### config.mk
export PLATFORM = sky130hd
export DESIGN_NAME = xfer_unit_sel
export DESIGN_NICKNAME = d
export VERILOG_FILES = /design/src/rtl/xfer_unit_sel_pkg.sv /design/src/rtl/xfer_unit_sel_lsb.sv /design/src/rtl/xfer_unit_sel_ctrl.sv /design/src/rtl/xfer_unit_sel_dp.sv /design/src/rtl/xfer_unit_sel.sv
export SDC_FILE = /design/constraint.sdc
export NUM_CORES = 1
export LEC_CHECK = 0
export BUFFER_PORTS_ARGS = -buffer_cell sky130_fd_sc_hd__buf_2
export CAP_MARGIN = 0
export CORE_UTILIZATION = 53
export CTS_BUF_LIST = sky130_fd_sc_hd__clkbuf_4
export DETAILED_ROUTE_END_ITERATION = 8
export GPL_ROUTABILITY_DRIVEN = 0
export MAX_ROUTING_LAYER = met4
export PLACE_DENSITY_LB_ADDON = 0.05
export RECOVER_POWER = 50
export SYNTH_ARGS = -nofsm -noshare
export SYNTH_HDL_FRONTEND = slang
export SYNTH_SLANG_ARGS = --single-unit
### constraint.sdc
create_clock -name clk -period 5.2 [get_ports clk]
set_input_delay 0.52 -clock clk [delete_from_list [all_inputs] [get_ports clk]]
set_output_delay 0.52 -clock clk [all_outputs]
set_load 0.005 [all_outputs]
### src/rtl/xfer_unit_sel_pkg.sv
package xfer_unit_sel_pkg;

  localparam int SHIFT_W = 3;
  localparam int CODE_W  = 3;

  typedef struct packed {
    logic capture;
    logic pulse;
  } sel_strobe_t;

  // Hardware size code for a unit of 2**ord bytes; order 3 never reaches here.
  function automatic logic [CODE_W-1:0] codeForOrder(input logic [SHIFT_W-1:0] ord);
    logic [CODE_W-1:0] code;
    case (ord)
      3'd0:    code = 3'd1;
      3'd1:    code = 3'd2;
      3'd2:    code = 3'd0;
      3'd4:    code = 3'd3;
      3'd5:    code = 3'd4;
      3'd6:    code = 3'd5;
      default: code = 3'd6;
    endcase
    return code;
  endfunction

endpackage

### src/rtl/xfer_unit_sel_lsb.sv
module xfer_unit_sel_lsb #(
  parameter int VEC_W = 32,
  parameter int IDX_W = $clog2(VEC_W)
) (
  input  logic [VEC_W-1:0] vec,
  output logic [IDX_W-1:0] idx,
  output logic             found
);

  logic [VEC_W:0]   lowerSeen;
  logic [VEC_W-1:0] oneHot;

  assign lowerSeen[0] = 1'b0;

  for (genvar i = 0; i < VEC_W; i++) begin : g_chain
    assign oneHot[i]      = vec[i] & ~lowerSeen[i];
    assign lowerSeen[i+1] = lowerSeen[i] | vec[i];
  end

  assign found = lowerSeen[VEC_W];

  always_comb begin
    idx = '0;
    for (int i = 0; i < VEC_W; i++) begin
      if (oneHot[i]) idx = idx | IDX_W'(i);
    end
  end

endmodule

### src/rtl/xfer_unit_sel_ctrl.sv
module xfer_unit_sel_ctrl
  import xfer_unit_sel_pkg::*;
(
  input  logic        clk,
  input  logic        rstN,
  input  logic        inValid,
  output sel_strobe_t strobes,
  output logic        outValid
);

  logic validQ;

  always_ff @(posedge clk) begin
    if (!rstN) validQ <= 1'b0;
    else       validQ <= inValid;
  end

  assign strobes.capture = inValid & rstN;
  assign strobes.pulse   = validQ;
  assign outValid        = strobes.pulse;

endmodule

### src/rtl/xfer_unit_sel_dp.sv
module xfer_unit_sel_dp
  import xfer_unit_sel_pkg::*;
#(
  parameter int ADDR_W  = 32,
  parameter int LEN_W   = 32,
  parameter int WIDTH_W = 3,
  parameter int BURST_W = 8,
  parameter int COUNT_W = 24,
  parameter int MAX_ORD = 7
) (
  input  logic               clk,
  input  logic               rstN,
  input  sel_strobe_t        strobes,
  input  logic [ADDR_W-1:0]  reqAddr,
  input  logic [LEN_W-1:0]   reqLen,
  input  logic [WIDTH_W-1:0] portWidth,
  input  logic [BURST_W-1:0] maxBurst,
  output logic [CODE_W-1:0]  sizeCode,
  output logic [SHIFT_W-1:0] unitShift,
  output logic [COUNT_W-1:0] unitCount,
  output logic               countErr
);

  localparam int PROD_W  = WIDTH_W + BURST_W;
  localparam int AL_W    = (ADDR_W > LEN_W) ? ADDR_W : LEN_W;
  localparam int COMB_W  = (AL_W > PROD_W) ? AL_W : PROD_W;
  localparam int IDX_W   = $clog2(COMB_W);

  logic [PROD_W-1:0]  burstBytes;
  logic [COMB_W-1:0]  combined;
  logic [IDX_W-1:0]   lowIdx;
  logic               anySet;
  logic [SHIFT_W-1:0] ord;
  logic [LEN_W-1:0]   fullCount;
  logic               overflow;

  assign burstBytes = PROD_W'(portWidth) * PROD_W'(maxBurst);
  assign combined   = COMB_W'(reqAddr) | COMB_W'(reqLen) | COMB_W'(burstBytes);

  xfer_unit_sel_lsb #(.VEC_W(COMB_W), .IDX_W(IDX_W)) u_lsb (
    .vec   (combined),
    .idx   (lowIdx),
    .found (anySet)
  );

  always_comb begin
    if (!anySet)                       ord = SHIFT_W'(MAX_ORD);
    else if (lowIdx == IDX_W'(3))      ord = 3'd2;
    else if (lowIdx > IDX_W'(MAX_ORD)) ord = SHIFT_W'(MAX_ORD);
    else                               ord = lowIdx[SHIFT_W-1:0];
  end

  assign fullCount = reqLen >> ord;

  if (LEN_W > COUNT_W) begin : g_ovf
    assign overflow = |fullCount[LEN_W-1:COUNT_W];
  end else begin : g_noovf
    assign overflow = 1'b0;
  end

  always_ff @(posedge clk) begin
    if (!rstN) begin
      sizeCode  <= '0;
      unitShift <= '0;
      unitCount <= '0;
      countErr  <= 1'b0;
    end else if (strobes.capture) begin
      sizeCode  <= codeForOrder(ord);
      unitShift <= ord;
      unitCount <= COUNT_W'(fullCount);
      countErr  <= overflow;
    end
  end

endmodule

### src/rtl/xfer_unit_sel.sv
module xfer_unit_sel
  import xfer_unit_sel_pkg::*;
#(
  parameter int MAX_ORD = 7
) (
  input  logic        clk,
  input  logic        rstN,
  input  logic        inValid,
  input  logic [31:0] reqAddr,
  input  logic [31:0] reqLen,
  input  logic [2:0]  portWidth,
  input  logic [7:0]  maxBurst,
  output logic        outValid,
  output logic [2:0]  sizeCode,
  output logic [2:0]  unitShift,
  output logic [23:0] unitCount,
  output logic        countErr
);

  sel_strobe_t strobes;

  xfer_unit_sel_ctrl u_ctrl (
    .clk      (clk),
    .rstN     (rstN),
    .inValid  (inValid),
    .strobes  (strobes),
    .outValid (outValid)
  );

  xfer_unit_sel_dp #(
    .ADDR_W (32), .LEN_W (32), .WIDTH_W (3), .BURST_W (8),
    .COUNT_W (24), .MAX_ORD (MAX_ORD)
  ) u_dp (
    .clk       (clk),
    .rstN      (rstN),
    .strobes   (strobes),
    .reqAddr   (reqAddr),
    .reqLen    (reqLen),
    .portWidth (portWidth),
    .maxBurst  (maxBurst),
    .sizeCode  (sizeCode),
    .unitShift (unitShift),
    .unitCount (unitCount),
    .countErr  (countErr)
  );

endmodule

**Word-level counts from Yosys, hierarchy flattened**

Cells that the tools add are included.

- Bits in registers: 32
- Input bits: 78
- Output and inout bits: 32

- Multiply operators: 1
- Magnitude comparators: 1
- Equality and inequality tests: 7
- Shift-type cells: 1
- Multiplexer cells: 48
- Bitwise operators: 96
- Reductions and logical operators: 2

Operators by type and width:

| cell | number |
|---|---|
| 2-to-1 mux 5 bit | 16 |
| 2-to-1 mux 24 bit | 2 |
| 2-to-1 mux 3 bit | 16 |
| AND 1 bit | 32 |
| 2-to-1 mux 4 bit | 8 |
| bitwise OR 32 x 11 -> 32 bit | 1 |
| bitwise OR 32 bit | 1 |
| right shift 32 x 3 -> 32 bit | 1 |
| NOT 1 bit | 31 |
| bitwise OR 1 bit | 31 |
| case mux 3 bit (6 select lines) | 1 |
| multiplier 3 x 8 -> 11 bit | 1 |
| equality test 3 bit, second input constant | 3 |
| OR reduction 8 bit | 1 |
| equality test 5 x 2 -> 1 bit, second input constant | 1 |
| > comparator 5 x 3 -> 1 bit, second input constant | 1 |
| 2-to-1 mux 2 bit | 2 |
| equality test 3 x 1 -> 1 bit, second input constant | 1 |
| equality test 3 x 2 -> 1 bit, second input constant | 1 |
| zero test 3 bit | 1 |
| 2-to-1 mux 1 bit | 3 |
| != test 2 x 1 -> 1 bit, second input constant | 1 |

**Logic depth before layout (Yosys ltp)**

- Depth in word-level cells: 48
- Gate-level depth with buffers: 17

**Modules after synthesis**

From an unflattened synthesis, not the netlist that was laid out.

- Cell total of the unflattened synthesis: 427
- Area total of the unflattened synthesis: 3,268.1 sq um

Modules (own cells, without submodules):

| module | times used | cells each | area an instance (sq um) | sequential area each (sq um) |
|---|---|---|---|---|
| xfer_unit_sel_dp | 1 | 352 | 2,822.7 | 620.6 |
| xfer_unit_sel_lsb | 1 | 71 | 405.4 | 0.0 |
| xfer_unit_sel_ctrl | 1 | 4 | 40.0 | 20.0 |

**Worst setup path after synthesis**

No wires, ideal clock.

- Path kind: input to register
- From: input maxBurst[0]
- To: register u_dp.unitCount[19]
- Library setup time: 0.074 ns
- Data arrival time: 4.302 ns
- Required time: 5.126 ns
- Path slack: 0.824 ns
- Stages on the path: 14
- Path buffers: 0
- Cell sequence: and2_1 -> fa_1 -> ha_1 -> inv_1 -> fa_1 -> nor3b_1 -> and4_1 -> o2111ai_1 -> a311oi_2 -> a41oi_4 -> o21ai_2 -> mux2_2 -> or3b_2 -> a31oi_1

- Word-level cells in the longest chain between the ends: 45
- Elaborated cells between the ends (all ways): 137

Ends and longest elaborated chain:

| element | line | RTL |
|---|---|---|
| from (decl) | xfer_unit_sel.sv:12 | `input logic [7:0] maxBurst,` |
| multiplier 3 x 8 -> 11 bit * | xfer_unit_sel_dp.sv:37 | `assign burstBytes = PROD_W'(portWidth) * PROD_W'(maxBurst);` |
| bitwise OR 32 x 11 -> 32 bit * | xfer_unit_sel_dp.sv:38 | `assign combined = COMB_W'(reqAddr) \| COMB_W'(reqLen) \| COMB_W'(burstBytes);` |
| NOT 1 bit / bitwise OR 1 bit (equally long branches) | xfer_unit_sel_lsb.sv:16, xfer_unit_sel_lsb.sv:17 |  |
| AND 1 bit, or another cell as far along | xfer_unit_sel_lsb.sv:16 | `assign oneHot[i] = vec[i] & ~lowerSeen[i];` |
| 2-to-1 mux 1 bit, or another cell as far along | xfer_unit_sel_lsb.sv:25 | `if (oneHot[i]) idx = idx \| IDX_W'(i);` |
| 2-to-1 mux 2 bit, or another cell as far along (2 in series) | xfer_unit_sel_lsb.sv:25 |  |
| 2-to-1 mux 3 bit, or another cell as far along (4 in series) | xfer_unit_sel_lsb.sv:25 |  |
| 2-to-1 mux 4 bit, or another cell as far along (8 in series) | xfer_unit_sel_lsb.sv:25 |  |
| (+18 left out) | -- |  |
| 2-to-1 mux 3 bit | xfer_unit_sel_dp.sv:48 | `else if (lowIdx == IDX_W'(3)) ord = 3'd2;` |
| 2-to-1 mux 3 bit | xfer_unit_sel_dp.sv:47 | `if (!anySet) ord = SHIFT_W'(MAX_ORD);` |
| 2-to-1 mux 3 bit | xfer_unit_sel_dp.sv:48 |  |
| 2-to-1 mux 3 bit | xfer_unit_sel_dp.sv:47 |  |
| 2-to-1 mux 3 bit * | xfer_unit_sel_dp.sv:47 |  |
| right shift 32 x 3 -> 32 bit * | xfer_unit_sel_dp.sv:53 | `assign fullCount = reqLen >> ord;` |
| 2-to-1 mux 24 bit * | xfer_unit_sel_dp.sv:67 | `end else if (strobes.capture) begin` |
| 2-to-1 mux 24 bit * | xfer_unit_sel_dp.sv:62 | `if (!rstN) begin` |
| to (signal assigned) | xfer_unit_sel_dp.sv:70 | `unitCount <= COUNT_W'(fullCount);` |
| to (decl) | xfer_unit_sel_dp.sv:20 | `output logic [COUNT_W-1:0] unitCount,` |

Mark *: on every way between the ends. The rest lies on a longest branch, timed or not. The select of a mux whose other input is x is not followed.
A chain may end at the register's enable or synchronous reset.

**Worst setup path in the final report**

- From: input portWidth[2]
- To: register u_dp.unitCount[15]

- Word-level cells in the longest chain between the ends: 44
- Elaborated cells between the ends (all ways): 132

Ends and longest elaborated chain:

| element | line | RTL |
|---|---|---|
| from (decl) | xfer_unit_sel.sv:11 | `input logic [2:0] portWidth,` |
| multiplier 3 x 8 -> 11 bit * | xfer_unit_sel_dp.sv:37 |  |
| bitwise OR 32 x 11 -> 32 bit * | xfer_unit_sel_dp.sv:38 |  |
| bitwise OR 1 bit | xfer_unit_sel_lsb.sv:17 | `assign lowerSeen[i+1] = lowerSeen[i] \| vec[i];` |
| NOT 1 bit / bitwise OR 1 bit (equally long branches) | xfer_unit_sel_lsb.sv:16, xfer_unit_sel_lsb.sv:17 |  |
| AND 1 bit, or another cell as far along | xfer_unit_sel_lsb.sv:16 |  |
| 2-to-1 mux 2 bit, or another cell as far along | xfer_unit_sel_lsb.sv:25 |  |
| 2-to-1 mux 3 bit, or another cell as far along (4 in series) | xfer_unit_sel_lsb.sv:25 |  |
| 2-to-1 mux 4 bit, or another cell as far along (8 in series) | xfer_unit_sel_lsb.sv:25 |  |
| (+18 left out) | -- |  |
| 2-to-1 mux 3 bit | xfer_unit_sel_dp.sv:48 |  |
| 2-to-1 mux 3 bit | xfer_unit_sel_dp.sv:47 |  |
| 2-to-1 mux 3 bit | xfer_unit_sel_dp.sv:48 |  |
| 2-to-1 mux 3 bit | xfer_unit_sel_dp.sv:47 |  |
| 2-to-1 mux 3 bit * | xfer_unit_sel_dp.sv:47 |  |
| right shift 32 x 3 -> 32 bit * | xfer_unit_sel_dp.sv:53 |  |
| 2-to-1 mux 24 bit * | xfer_unit_sel_dp.sv:67 |  |
| 2-to-1 mux 24 bit * | xfer_unit_sel_dp.sv:62 |  |

Marked as above.

==> impl_metrics.yaml <==
sta:
  rsz0062_at_grt: "no"
  maxSlewHeadroom_pct: -16.8
  period_needed_ps: 4650
  fmax_mhz: 215
  setup_viol: 0
  finalHoldViolCount: 0
  fin_worst_skew_ps: 0
  setup_tns_ps: 0
  slew_viol_final: 50
  timing.final.crit_share_pct: 89.4
  finalWorstSetupSlack_ps: 550
  holdWs_ps: 455
  worst_pin_slew_ps: 1750
worst_setup_path:
  worst-path-max-fanout: 19
  cpPeakStageDelay_ps: 540
  rrSetupSlack_ps: 4260
  r2r_start: "u_dp.unitCount[0]"
  reg2reg_depth: 2
  crit_top_cell: "fa_1"
  worstPathRequired_ps: 5460
  path_class: "primary input to flip-flop"
  worst_setup_path_start_kind: "primary input"
  worstPathArrival_ps: 4910
  cp-end-kind: "flip-flop"
  r2r-end: "u_dp.unitCount[0]"
  path_cells: "buf_2, and2_1, fa_1, ha_1, inv_1, fa_1, nor3b_1, and4_1, o2111ai_1, a311oi_2, a41oi_4, o21ai_2, buf_4, mux2_1, a211o_1, a31oi_1"
  critPathLaunch: "portWidth[2]"
  crit_slowest_cell: "fa_1"
layout:
  utilization_pct: 65.6
  n_antenna_cell: 0
  syn2layout_area_growth_pct: 18.5
  layout.nets: 638
  final_layout_size_suffix_gt1_share_pct: 21.3
  fillers: 574
drt:
  drt_iter0_drc: 439
  vias: 3948
  firstDrtPassIters: 6
  viasPerCell: 6.38
  antenna_left: 0
  drt_wl_total_mm: 9.91
  drcViolationCount: 0
  wl_per_cell_um: 16.0
logic_synthesis:
  synth_cells: 449
  synth_nets: 544
  ys_ff_latch: 32
  synth_enable_flop_cells: 0
  ys_types: 69
  synth_async_sr_flop_share_pct: 0
  yosysTopAreaCell: "dfxtp_1"
  yosysSeqAreaShare_pct: 19.4
  yosysWarnings: 0
  syn_area_sq_mm: 0.00330
  synthTopCellsByArea: "dfxtp_1 19%, nand2_1 6.8%, a31oi_1 5.3%, nor2_1 4.6%, o21ai_0 4.6%"
  synth_top_area_share_pct: 19.4
  synth-main-ff-cell: "dfxtp_1"
  syn_area_per_cell_sq_um: 7.35
status:
  status: "complete, but fails checks"
  violations: "max-capacitance violations, max-slew violations"
clock_tree:
  clockBufferDepth: 2
  cts-buffers-inserted: 5
  post_cts_resized: 0
  root_buffer: "clkbuf_4"
  clk_pin_slew_worst_paths_ps: 110
  ctsHoldBuffers: 0
  insertion_delay_ps: 340
  cts_tree: "built"
  cts_sinks: 32
  cts_setup_buffers: 0
  ctsHtreeMaxLevel: 2
floorplan:
  ios: 110
  die_w_um: 80.9
  core_area_sq_mm: 0.00596
  die_y_um: 80.9
  dieArea_sq_mm: 0.00654
  fp-row-count: 28
  initial_core_util_pct: 55.4
place:
  io_buffers: 108
  place_hpwl_mm: 7.57
  place_ws_ps: 256
power_and_ir_drop:
  p_total_uw: 709
  p_leak_uw: 0.00169
  power_density_mw_per_mm2: 181
  peakVddDrop_uv: 150
worst_hold_path:
  hold_path.startpoint: "u_dp.sizeCode[0]"
  min_path_cells: 2
  hold_class: "flip-flop to flip-flop"
  hold_end: "u_dp.sizeCode[0]"
grt:
  grt_usage_pct: 32.1
  grt_pass1_vias: 3301
  grt_pass1_wl_mm: 16.0
  antenna_found_initial: 0
  grt-ovfl-total: 0
  grt_max_degree: 52
run:
  cap_violations: 1
-- kinds of logic (layout without fill, tap and decap cells) --
group                    Yosys count  in the layout  share of synthesized area (%)
AND/OR/NAND/NOR                  199            199                           30.1
AO/OA/AOI/OAI                    136            136                           29.1
buffers and inverters             44            139                           5.84
flip-flops                        32             32                           19.4
multiplexers                      20             20                           7.28
adder cells (fa/ha/maj)           17             17                           8.04
XOR/XNOR                           1              1                          0.266
-- state kept, by name (all words and copies together), names as in the netlist --
register / flops
u_ctrl.outValid: 1
u_dp.countErr: 1
u_dp.sizeCode: 3
u_dp.unitCount: 24
u_dp.unitShift: 3
-- worst max-delay path: cells and delay by family --
kind                       cells  cell delay (ps)
AOI/OAI and AO/OA              6             1490
adders and majority gates      3             1190
and+or+nand+nor                3              790
buffers and inverters          3              510
muxes                          1              400
-- per-layer routing --
layer | part of all wire [%] | up-vias | global-route usage [%]
li1 | - | 1870 | -
met1 | 45 | 1817 | 46.0
met2 | 44 | 243 | 47.1
met3 | 10 | 18 | 4.83
met4 | 1.3 | 0 | 6.61
met5 | 0 | - | -
-- where the power goes --
group | total (uW) | switching, uW | leakage (uW) | internal, uW
registers | 269 | 7.48 | 0.000265 | 262
clock network | 189 | 90.8 | 0.0000403 | 98.2
logic | 251 | 144 | 0.00139 | 107
total | 709 | 242 | 0.00169 | 467
-- cells in the mapped netlist (all sizes together), types with 12 or more instances --
library cell   n
clkbuf        17
a21oi         13
nand2         60
inv           16
o211ai        16
dfxtp         32
o21ai         35
mux2          13
nor2          40
a31oi         28
nand3         18
and2          18
nor3          12
-- worst max-delay path by stage --
stage | cells after the start | slack [ps] | endpoint
floorplan | 14 | 820 | u_dp.unitCount[19]
global placement | 16 | 330 | u_dp.unitCount[15]
detailed placement | 16 | 260 | u_dp.unitCount[15]
CTS | 16 | 570 | u_dp.unitCount[15]
global route | 16 | 310 | u_dp.unitCount[11]
finish | 16 | 550 | u_dp.unitCount[15]
-- layout by cell type, fill, tap and decap left out, drive strengths merged, types with 16 or more instances in the layout --
cell,n
o211ai,16
clkbuf,27
nor2,40
inv,16
dfxtp,32
buf,92
nand2,60
o21ai,35
nand3,18
and2,18
a31oi,28
-- cell type report --
type / instances / area (sq um) / share of cell area (%)
clock buffers: 5 / 37.5 / 0.960
clock inverters: 3 / 37.5 / 0.960
inverters: 17 / 63.8 / 1.63
multi-input cells: 373 / 2460 / 63.1
flip-flops and latches: 32 / 641 / 16.4
well taps: 75 / 93.8 / 2.40
repair buffers: 114 / 571 / 14.6
-- per-stage QoR --
stage / cells / cell area (sq um)
6_report: 619 / 3910
5_1_grt: 619 / 3910
4_1_cts: 619 / 3940
3_5_place_dp: 611 / 3860
3_3_place_gp: 611 / 3860
2_1_floorplan: 449 / 3300
Power figures use the tool's default switching activity.
